===== src/rtl/ivc_pkg.sv =====
package ivc_pkg;
   // word addresses (byte address >> 2)
   localparam logic [9:0] W_IRQ_STAT = 10'h000;
   localparam logic [9:0] W_FIQ_STAT = 10'h001;
   localparam logic [9:0] W_RAW_STAT = 10'h002;
   localparam logic [9:0] W_STEER    = 10'h003;
   localparam logic [9:0] W_EN_SET   = 10'h004;
   localparam logic [9:0] W_EN_CLR   = 10'h005;
   localparam logic [9:0] W_SW_SET   = 10'h006;
   localparam logic [9:0] W_SW_CLR   = 10'h007;
   localparam logic [9:0] W_GUARD    = 10'h008;
   localparam logic [9:0] W_VEC_CUR  = 10'h00C;
   localparam logic [9:0] W_VEC_DEF  = 10'h00D;
   localparam logic [9:0] W_TEST     = 10'h0C0;
   localparam logic [3:0] PG_VADDR   = 4'h1;
   localparam logic [3:0] PG_VCTRL   = 4'h2;
   localparam logic [7:0] PG_IDENT   = 8'hFE;

   localparam int unsigned CTL_W  = 6;
   localparam int unsigned CTL_EN = 5;

   typedef logic [CTL_W-1:0] slot_ctl_t;
endpackage


===== src/rtl/ivc_src_gate.sv =====
module ivc_src_gate #(
   parameter int unsigned NSRC = 32
) (
   input  logic            clk,
   input  logic            rst_n,
   input  logic [NSRC-1:0] req_i,
   input  logic [NSRC-1:0] soft_i,
   input  logic [NSRC-1:0] en_i,
   input  logic [NSRC-1:0] steer_i,
   output logic [NSRC-1:0] raw_o,
   output logic [NSRC-1:0] irq_stat_o,
   output logic [NSRC-1:0] fiq_stat_o,
   output logic            irq_o,
   output logic            fiq_o
);
   assign raw_o      = req_i | soft_i;
   assign irq_stat_o = raw_o & en_i & ~steer_i;
   assign fiq_stat_o = raw_o & en_i & steer_i;
   assign irq_o      = |irq_stat_o;
   assign fiq_o      = |fiq_stat_o;


   gated_off_chk: assert property (@(posedge clk) disable iff (!rst_n)
      (en_i == '0) |-> (!irq_o && !fiq_o));

   all_fast_chk: assert property (@(posedge clk) disable iff (!rst_n)
      (steer_i == '1) |-> !irq_o);

   disjoint_chk: assert property (@(posedge clk) disable iff (!rst_n)
      (irq_stat_o & fiq_stat_o) == '0);
endmodule


===== src/rtl/ivc_slot_arb.sv =====
module ivc_slot_arb
   import ivc_pkg::*;
#(
   parameter int unsigned NSRC  = 32,
   parameter int unsigned NSLOT = 16,
   parameter int unsigned IW    = 4,
   parameter int unsigned LW    = 5
) (
   input  logic                  clk,
   input  logic                  rst_n,
   input  slot_ctl_t [NSLOT-1:0] ctl_i,
   input  logic [NSRC-1:0]       irq_stat_i,
   input  logic [LW-1:0]         top_lvl_i,
   output logic                  hit_o,
   output logic [IW-1:0]         hit_idx_o
);
   logic [31:0]      stat32;
   logic [NSLOT-1:0] cand;

   assign stat32 = 32'(irq_stat_i);

   for (genvar g = 0; g < NSLOT; g++) begin : g_slot
      assign cand[g] = ctl_i[g][CTL_EN] && stat32[ctl_i[g][4:0]]
                       && (LW'(g) < top_lvl_i);
   end

   always_comb begin
      hit_o     = 1'b0;
      hit_idx_o = '0;
      for (int i = NSLOT - 1; i >= 0; i--) begin
         if (cand[i]) begin
            hit_o     = 1'b1;
            hit_idx_o = IW'(i);
         end
      end
   end


   hit_enabled_chk: assert property (@(posedge clk) disable iff (!rst_n)
      hit_o |-> ctl_i[hit_idx_o][CTL_EN]);

   hit_active_chk: assert property (@(posedge clk) disable iff (!rst_n)
      hit_o |-> stat32[ctl_i[hit_idx_o][4:0]]);
endmodule


===== src/rtl/ivc_svc_stack.sv =====
module ivc_svc_stack #(
   parameter int unsigned NSLOT = 16,
   parameter int unsigned LW    = 5
) (
   input  logic          clk,
   input  logic          rst_n,
   input  logic          push_i,
   input  logic [LW-1:0] push_lvl_i,
   input  logic          pop_i,
   output logic [LW-1:0] top_lvl_o,
   output logic          empty_o
);
   localparam int unsigned NLVL = NSLOT + 1;

   logic [NLVL-1:0] busy_q;

   always_comb begin
      top_lvl_o = LW'(NLVL);
      for (int i = NLVL - 1; i >= 0; i--) begin
         if (busy_q[i]) top_lvl_o = LW'(i);
      end
   end

   assign empty_o = (busy_q == '0);

   always_ff @(posedge clk or negedge rst_n) begin
      if (!rst_n) begin
         busy_q <= '0;
      end else if (pop_i) begin
         busy_q <= busy_q & (busy_q - NLVL'(1));
      end else if (push_i) begin
         busy_q[push_lvl_i] <= 1'b1;
      end
   end


   empty_pop_chk: assert property (@(posedge clk) disable iff (!rst_n)
      (pop_i && empty_o) |=> empty_o);

   push_order_chk: assert property (@(posedge clk) disable iff (!rst_n)
      push_i |-> (push_lvl_i < top_lvl_o));

   push_mark_chk: assert property (@(posedge clk) disable iff (!rst_n)
      (push_i && !pop_i) |=> (top_lvl_o == $past(push_lvl_i)));
endmodule


===== src/rtl/irq_vector_ctrl.sv =====
module irq_vector_ctrl
   import ivc_pkg::*;
#(
   parameter int unsigned NSRC        = 32,
   parameter int unsigned NSLOT       = 16,
   parameter int unsigned VW          = 32,
   parameter logic [31:0] CELL_ID     = 32'h00B4_7E19,
   parameter bit          HAS_PROTECT = 1'b1
) (
   input  logic            clk,
   input  logic            rst_n,
   input  logic            bus_sel,
   input  logic            bus_write,
   input  logic            bus_priv,
   input  logic [11:0]     bus_addr,
   input  logic [31:0]     bus_wdata,
   output logic [31:0]     bus_rdata,
   input  logic [NSRC-1:0] src_req,
   output logic            irq_out,
   output logic            fiq_out
);
   localparam int unsigned IW = (NSLOT > 1) ? $clog2(NSLOT) : 1;
   localparam int unsigned LW = $clog2(NSLOT + 2);

   if (NSRC < 1 || NSRC > 32) begin : g_bad_nsrc
      $error("NSRC must lie in 1..32");
   end
   if (NSLOT < 1 || NSLOT > 32) begin : g_bad_nslot
      $error("NSLOT must lie in 1..32");
   end
   if (VW < 1 || VW > 32) begin : g_bad_vw
      $error("VW must lie in 1..32");
   end

   logic [NSRC-1:0]       en_q, soft_q, steer_q;
   logic                  prot_q, test_q;
   logic [VW-1:0]         dflt_q;
   slot_ctl_t [NSLOT-1:0] vctl_q;
   logic [NSLOT-1:0][VW-1:0] vadr_q;

   logic [NSRC-1:0] raw, irq_stat, fiq_stat;
   logic            hit;
   logic [IW-1:0]   hit_idx;
   logic [LW-1:0]   top_lvl;
   logic            svc_empty;

   logic [9:0] word;
   logic       wr_ok, rd_go, in_vadr, in_vctl, claim, retire;
   logic [LW-1:0] claim_lvl;
   logic [VW-1:0] cur_vec;

   assign word    = bus_addr[11:2];
   assign wr_ok   = bus_sel && bus_write && (bus_priv || !prot_q);
   assign rd_go   = bus_sel && !bus_write;
   assign in_vadr = (word[9:6] == PG_VADDR) && (int'(word[5:0]) < NSLOT);
   assign in_vctl = (word[9:6] == PG_VCTRL) && (int'(word[5:0]) < NSLOT);

   ivc_src_gate #(.NSRC(NSRC)) u_gate (
      .clk(clk), .rst_n(rst_n),
      .req_i(src_req), .soft_i(soft_q), .en_i(en_q), .steer_i(steer_q),
      .raw_o(raw), .irq_stat_o(irq_stat), .fiq_stat_o(fiq_stat),
      .irq_o(irq_out), .fiq_o(fiq_out)
   );

   ivc_slot_arb #(.NSRC(NSRC), .NSLOT(NSLOT), .IW(IW), .LW(LW)) u_arb (
      .clk(clk), .rst_n(rst_n),
      .ctl_i(vctl_q), .irq_stat_i(irq_stat), .top_lvl_i(top_lvl),
      .hit_o(hit), .hit_idx_o(hit_idx)
   );

   assign cur_vec   = hit ? vadr_q[hit_idx] : dflt_q;
   assign claim_lvl = hit ? LW'(hit_idx) : LW'(NSLOT);
   assign claim     = rd_go && (word == W_VEC_CUR) && (hit || (irq_out && svc_empty));
   assign retire    = wr_ok && (word == W_VEC_CUR);

   ivc_svc_stack #(.NSLOT(NSLOT), .LW(LW)) u_stack (
      .clk(clk), .rst_n(rst_n),
      .push_i(claim), .push_lvl_i(claim_lvl), .pop_i(retire),
      .top_lvl_o(top_lvl), .empty_o(svc_empty)
   );

   if (HAS_PROTECT) begin : g_prot
      always_ff @(posedge clk or negedge rst_n) begin
         if (!rst_n)                            prot_q <= 1'b0;
         else if (wr_ok && word == W_GUARD)     prot_q <= bus_wdata[0];
      end
   end else begin : g_noprot
      assign prot_q = 1'b0;
   end

   always_ff @(posedge clk or negedge rst_n) begin
      if (!rst_n) begin
         en_q    <= '0;
         soft_q  <= '0;
         steer_q <= '0;
         test_q  <= 1'b0;
         dflt_q  <= '0;
         vctl_q  <= '0;
         vadr_q  <= '0;
      end else if (wr_ok) begin
         case (word)
            W_STEER:   steer_q <= bus_wdata[NSRC-1:0];
            W_EN_SET:  en_q    <= en_q | bus_wdata[NSRC-1:0];
            W_EN_CLR:  en_q    <= en_q & ~bus_wdata[NSRC-1:0];
            W_SW_SET:  soft_q  <= soft_q | bus_wdata[NSRC-1:0];
            W_SW_CLR:  soft_q  <= soft_q & ~bus_wdata[NSRC-1:0];
            W_VEC_DEF: dflt_q  <= bus_wdata[VW-1:0];
            W_TEST:    test_q  <= bus_wdata[0];
            default: begin
               if (in_vadr) vadr_q[word[IW-1:0]] <= bus_wdata[VW-1:0];
               if (in_vctl) vctl_q[word[IW-1:0]] <= bus_wdata[CTL_W-1:0];
            end
         endcase
      end
   end

   always_comb begin
      bus_rdata = '0;
      if (rd_go) begin
         case (word)
            W_IRQ_STAT: bus_rdata = 32'(irq_stat);
            W_FIQ_STAT: bus_rdata = 32'(fiq_stat);
            W_RAW_STAT: bus_rdata = 32'(raw);
            W_STEER:    bus_rdata = 32'(steer_q);
            W_EN_SET:   bus_rdata = 32'(en_q);
            W_SW_SET:   bus_rdata = 32'(soft_q);
            W_GUARD:    bus_rdata = 32'(prot_q);
            W_VEC_CUR:  bus_rdata = 32'(cur_vec);
            W_VEC_DEF:  bus_rdata = 32'(dflt_q);
            W_TEST:     bus_rdata = 32'(test_q);
            default: begin
               if (in_vadr)
                  bus_rdata = 32'(vadr_q[word[IW-1:0]]);
               else if (in_vctl)
                  bus_rdata = 32'(vctl_q[word[IW-1:0]]);
               else if (word[9:2] == PG_IDENT)
                  bus_rdata = {24'b0, CELL_ID[8*word[1:0] +: 8]};
            end
         endcase
      end
   end


   guard_hold_chk: assert property (@(posedge clk) disable iff (!rst_n)
      (bus_sel && bus_write && !bus_priv && prot_q)
      |=> ($stable(en_q) && $stable(soft_q) && $stable(steer_q) && $stable(prot_q)));

   en_set_chk: assert property (@(posedge clk) disable iff (!rst_n)
      (wr_ok && word == W_EN_SET)
      |=> ((en_q & $past(bus_wdata[NSRC-1:0])) == $past(bus_wdata[NSRC-1:0])));

   en_clr_chk: assert property (@(posedge clk) disable iff (!rst_n)
      (wr_ok && word == W_EN_CLR)
      |=> ((en_q & $past(bus_wdata[NSRC-1:0])) == '0));

   no_req_claim_chk: assert property (@(posedge clk) disable iff (!rst_n)
      (rd_go && word == W_VEC_CUR && !irq_out) |-> !claim);
endmodule


===== config.mk =====
export PLATFORM = sky130hd
export DESIGN_NAME = irq_vector_ctrl
export DESIGN_NICKNAME = d
export VERILOG_FILES = /design/src/rtl/ivc_pkg.sv /design/src/rtl/ivc_src_gate.sv /design/src/rtl/ivc_slot_arb.sv /design/src/rtl/ivc_svc_stack.sv /design/src/rtl/irq_vector_ctrl.sv
export SDC_FILE = /design/constraint.sdc
export NUM_CORES = 2
export LEC_CHECK = 0
export ABC_CLOCK_PERIOD_IN_PS = 4200
export BUFFER_PORTS_ARGS = -buffer_cell sky130_fd_sc_hd__buf_4
export CORE_AREA = 2 2 335 371
export DETAILED_ROUTE_END_ITERATION = 10
export DIE_AREA = 0 0 337 373
export HOLD_SLACK_MARGIN = 0.1
export PLACE_DENSITY = 0.59
export SETUP_SLACK_MARGIN = 0.1
export SLEW_MARGIN = 20
export SYNTH_ARGS = -nofsm -noshare
export SYNTH_HDL_FRONTEND = slang
export SYNTH_SLANG_ARGS = --single-unit

===== constraint.sdc =====
create_clock -name clk -period 4.2 [get_ports clk]
set_clock_uncertainty 0.05 [all_clocks]
set_input_delay 0.42 -clock clk [delete_from_list [all_inputs] [get_ports clk]]
set_output_delay 0.42 -clock clk [all_outputs]
set_load 0.005 [all_outputs]

==> impl_metrics.json <==
{
  "ir_drop_mv": 0.363,
  "die_area_mm2": 0.126,
  "antenna_left": 0,
  "dr_wl_met2_um": 92600,
  "p_comb_share_pct": 6.1,
  "yosysTopAreaCell": "dfrtp_1",
  "die-width_um": 337,
  "ys_ff_latch": 755,
  "worstSkewPairLatency_ns": 0.71,
  "initial_core_util_pct": 37.7,
  "cts_buffers": 84,
  "mostFrequentLayoutCell": "buf_4",
  "drive_gt1_share_pct": 49.8,
  "cts.sinks": 755,
  "seqPwrFrac_pct": 46.0,
  "clkPwrFrac_pct": 47.9,
  "cp.arrival_ns": 5.35,
  "holdPathStages": 3,
  "min_to": "vadr_q[261]",
  "yosysSeqAreaShare_pct": 41.0,
  "top_layer": "met5",
  "cts_tree": "done",
  "reg2regPathDepth": 19,
  "status": "complete, but fails checks",
  "layout_common_cells": "buf_4, dfrtp_1, mux2_2",
  "syn2layout_area_growth_pct": 33.4,
  "ys.flop_type": "dfrtp_1",
  "swShare_pct": 24.8,
  "path_cells": "or4_4 > nor3_4 > buf_6 > nand2_4 > buf_6 > nor3_4 > nand4_1 > or4_4 > o211ai_4 > a211oi_4 > o21a_4 > buf_12 > buf_12 > buf_4 > buf_4 > mux2i_1 > a32oi_1 > a31oi_1 > a211oi_2 > buf_4 > buf_6",
  "htree_levels": 3,
  "dr.pass1.iters": 10,
  "grt_max_degree": 123,
  "yosysWarningCount": 0,
  "hold_path_class": "input pin to flip-flop",
  "power_leakage_nw": 26.5,
  "rsz0062_at_grt": "yes",
  "num_rows": 135,
  "p_per_area_mw_per_mm2": 259,
  "min-delay-start": "bus_wdata[5]",
  "syn_avg_cell_area_um2": 11.5,
  "wl_um": 207000,
  "intPower_mw": 12.0,
  "cp_slowest_cell": "or4_4",
  "wire_per_inst_um": 31.6,
  "worstPathRequired_ns": 3.73,
  "synth_cells": 4015,
  "cap_violations": 0,
  "fmax_mhz": 172,
  "hold_ws_ns": 0.162,
  "n_fill_cell": 10755,
  "yosysTopAreaCellShare_pct": 41.0,
  "hold_viol": 0,
  "io_pins": 115,
  "r2r-end": "u_stack.busy_q[0]",
  "io_buffers": 112,
  "grt_pass1_wl_um": 296000,
  "grt_pass1_vias": 40995,
  "wirelength_met1_um": 81900,
  "period_minus_slack_ns": 5.82,
  "place_area_mm2": 0.0552,
  "path_max_fanout": 5,
  "drtIter0Drc": 4869,
  "gr-total-overflow": 0,
  "slowest_delay_ns": 0.60,
  "postLayoutSetupSlackWorst_ns": -1.62,
  "violations": "setup timing",
  "finalSetupTns_ns": -48.55,
  "netlist_area_mm2": 0.0461,
  "core_mm2": 0.122,
  "slew_violations": 0,
  "place_inst": 6237,
  "viasPerCell": 6.35,
  "r2r_slack_ns": -0.02,
  "die_height_um": 373,
  "ys_top_cells_by_area": "dfrtp_1, mux2_2, mux4_2",
  "track_usage_pct": 32.5,
  "crit_buf_inv": 8,
  "setup_violations": 33,
  "vias": 41538,
  "synth_nets": 4101,
  "crit_family": "simple AND/OR/NAND/NOR gates",
  "cp-end-kind": "output port",
  "synth-async-reset-ratio_pct": 100,
  "cp-start-kind": "flip-flop",
  "slew_headroom_pct": 33.9,
  "post-route-drc-count": 0,
  "worst_slew_pin_slew_ns": 0.991,
  "fin_cells": 6545,
  "critPathKind": "flip-flop to output port",
  "finalCritPeriodShare_pct": 139,
  "cts_buffer_depth": 3,
  "p_switching_mw": 3.95,
  "hpwl_um": 143000,
  "synth_edf_count": 0,
  "antenna_found_initial": 4,
  "root_buffer": "clkbuf_16",
  "gp_congestion": 1.08,
  "clk_pin_slew_ns": 0.06,
  "finalInstanceArea_mm2": 0.0614,
  "final_nets": 4916,
  "wl_met3_um": 18300,
  "ys_types": 83
}
worst max-delay path by stage:
stage | from | to | slack, ns | cells after the start
finish | u_stack.busy_q[9] | bus_rdata[1] | -1.62 | 21
global route | u_stack.busy_q[9] | bus_rdata[12] | -1.73 | 20
CTS | flip-flop | bus_rdata[18] | -1.54 | 21
detailed placement | src_req[3] | bus_rdata[5] | -1.48 | 22
global placement | src_req[3] | bus_rdata[5] | -1.46 | 22
floorplan | src_req[12] | bus_rdata[5] | -0.06 | 15
synthesized netlist by cell type (64+ instances only):
master and instances:
dfrtp_1 755, mux2_2 665, mux4_2 273, clkbuf_1 263, nor2_1 258, mux2i_1 221, nand2_1 172, a21oi_1 171
o21ai_0 156, a31oi_1 109, nor3_1 100, buf_1 71, nand3_1 64
power groups by stage:
stage,registers [mW],logic (mW),clock network (mW)
after floorplan,7.46,0.361,0
after detailed placement,7.47,0.924,0
after global routing,7.34,1.02,8.00
final,7.34,0.971,7.63
after CTS,7.34,0.957,7.70
after global placement,7.47,0.923,0
metrics by stage:
stage	utilization, %	setup slack, ns	power (mW)
final	50.3	-1.62	15.9
after global routing	50.3	-1.73	16.4
after floorplan	-	-0.0645	7.82
after detailed placement	45.2	-1.48	8.39
after CTS	49.5	-1.54	16.0
after global placement	45.2	-1.46	8.39
flip-flops by register name, indices dropped and copies added, names as in the netlist, named ones only:
| register | flops |
|---|---|
| u_stack.busy_q | 17 |
| vctl_q | 96 |
| vadr_q | 512 |
| test_q | 1 |
| steer_q | 32 |
| prot_q | 1 |
| dflt_q | 32 |
per-layer routing:
metal	track usage (%)	vias to the layer above
li1	-	17048
met1	43.1	21477
met2	49.3	2427
met3	6.36	584
met4	18.8	2
met5	0	-
final cells by class:
cell class / count / area [um^2] / share of cell area, %
multi-input cells: 2819 / 26900 / 43.8
flip-flops and latches: 755 / 18900 / 30.7
repair buffers: 1123 / 10600 / 17.3
clock buffers: 129 / 2510 / 4.09
well taps: 1644 / 2060 / 3.35
clock inverters: 22 / 248 / 0.403
inverters: 47 / 180 / 0.293
diodes: 6 / 15.0 / 0.0244
cells by family after synthesis:
family / Yosys count / synth area share (%)
flops: 755 / 41.0
simple gates: 816 / 8.51
fa+ha+maj: 5 / 0.136
compound gates: 836 / 11.9
buf+inv: 443 / 4.00
mux: 1160 / 34.4
tightest hold or removal path: stages:
cell	delay (ns)
buf_4	0.25
nand2_1	0.11
o21ai_0	0.07
timing repair:
action	CTS	global route
pin swaps	87	72
hold buffers	27	0
setup endpoints to repair	48	46
hold endpoints to repair	216	0
gates cloned	15	5
buffers inserted	74	39
gates resized for setup	304	132
Note: power is estimated with default switching activity, not from simulation.
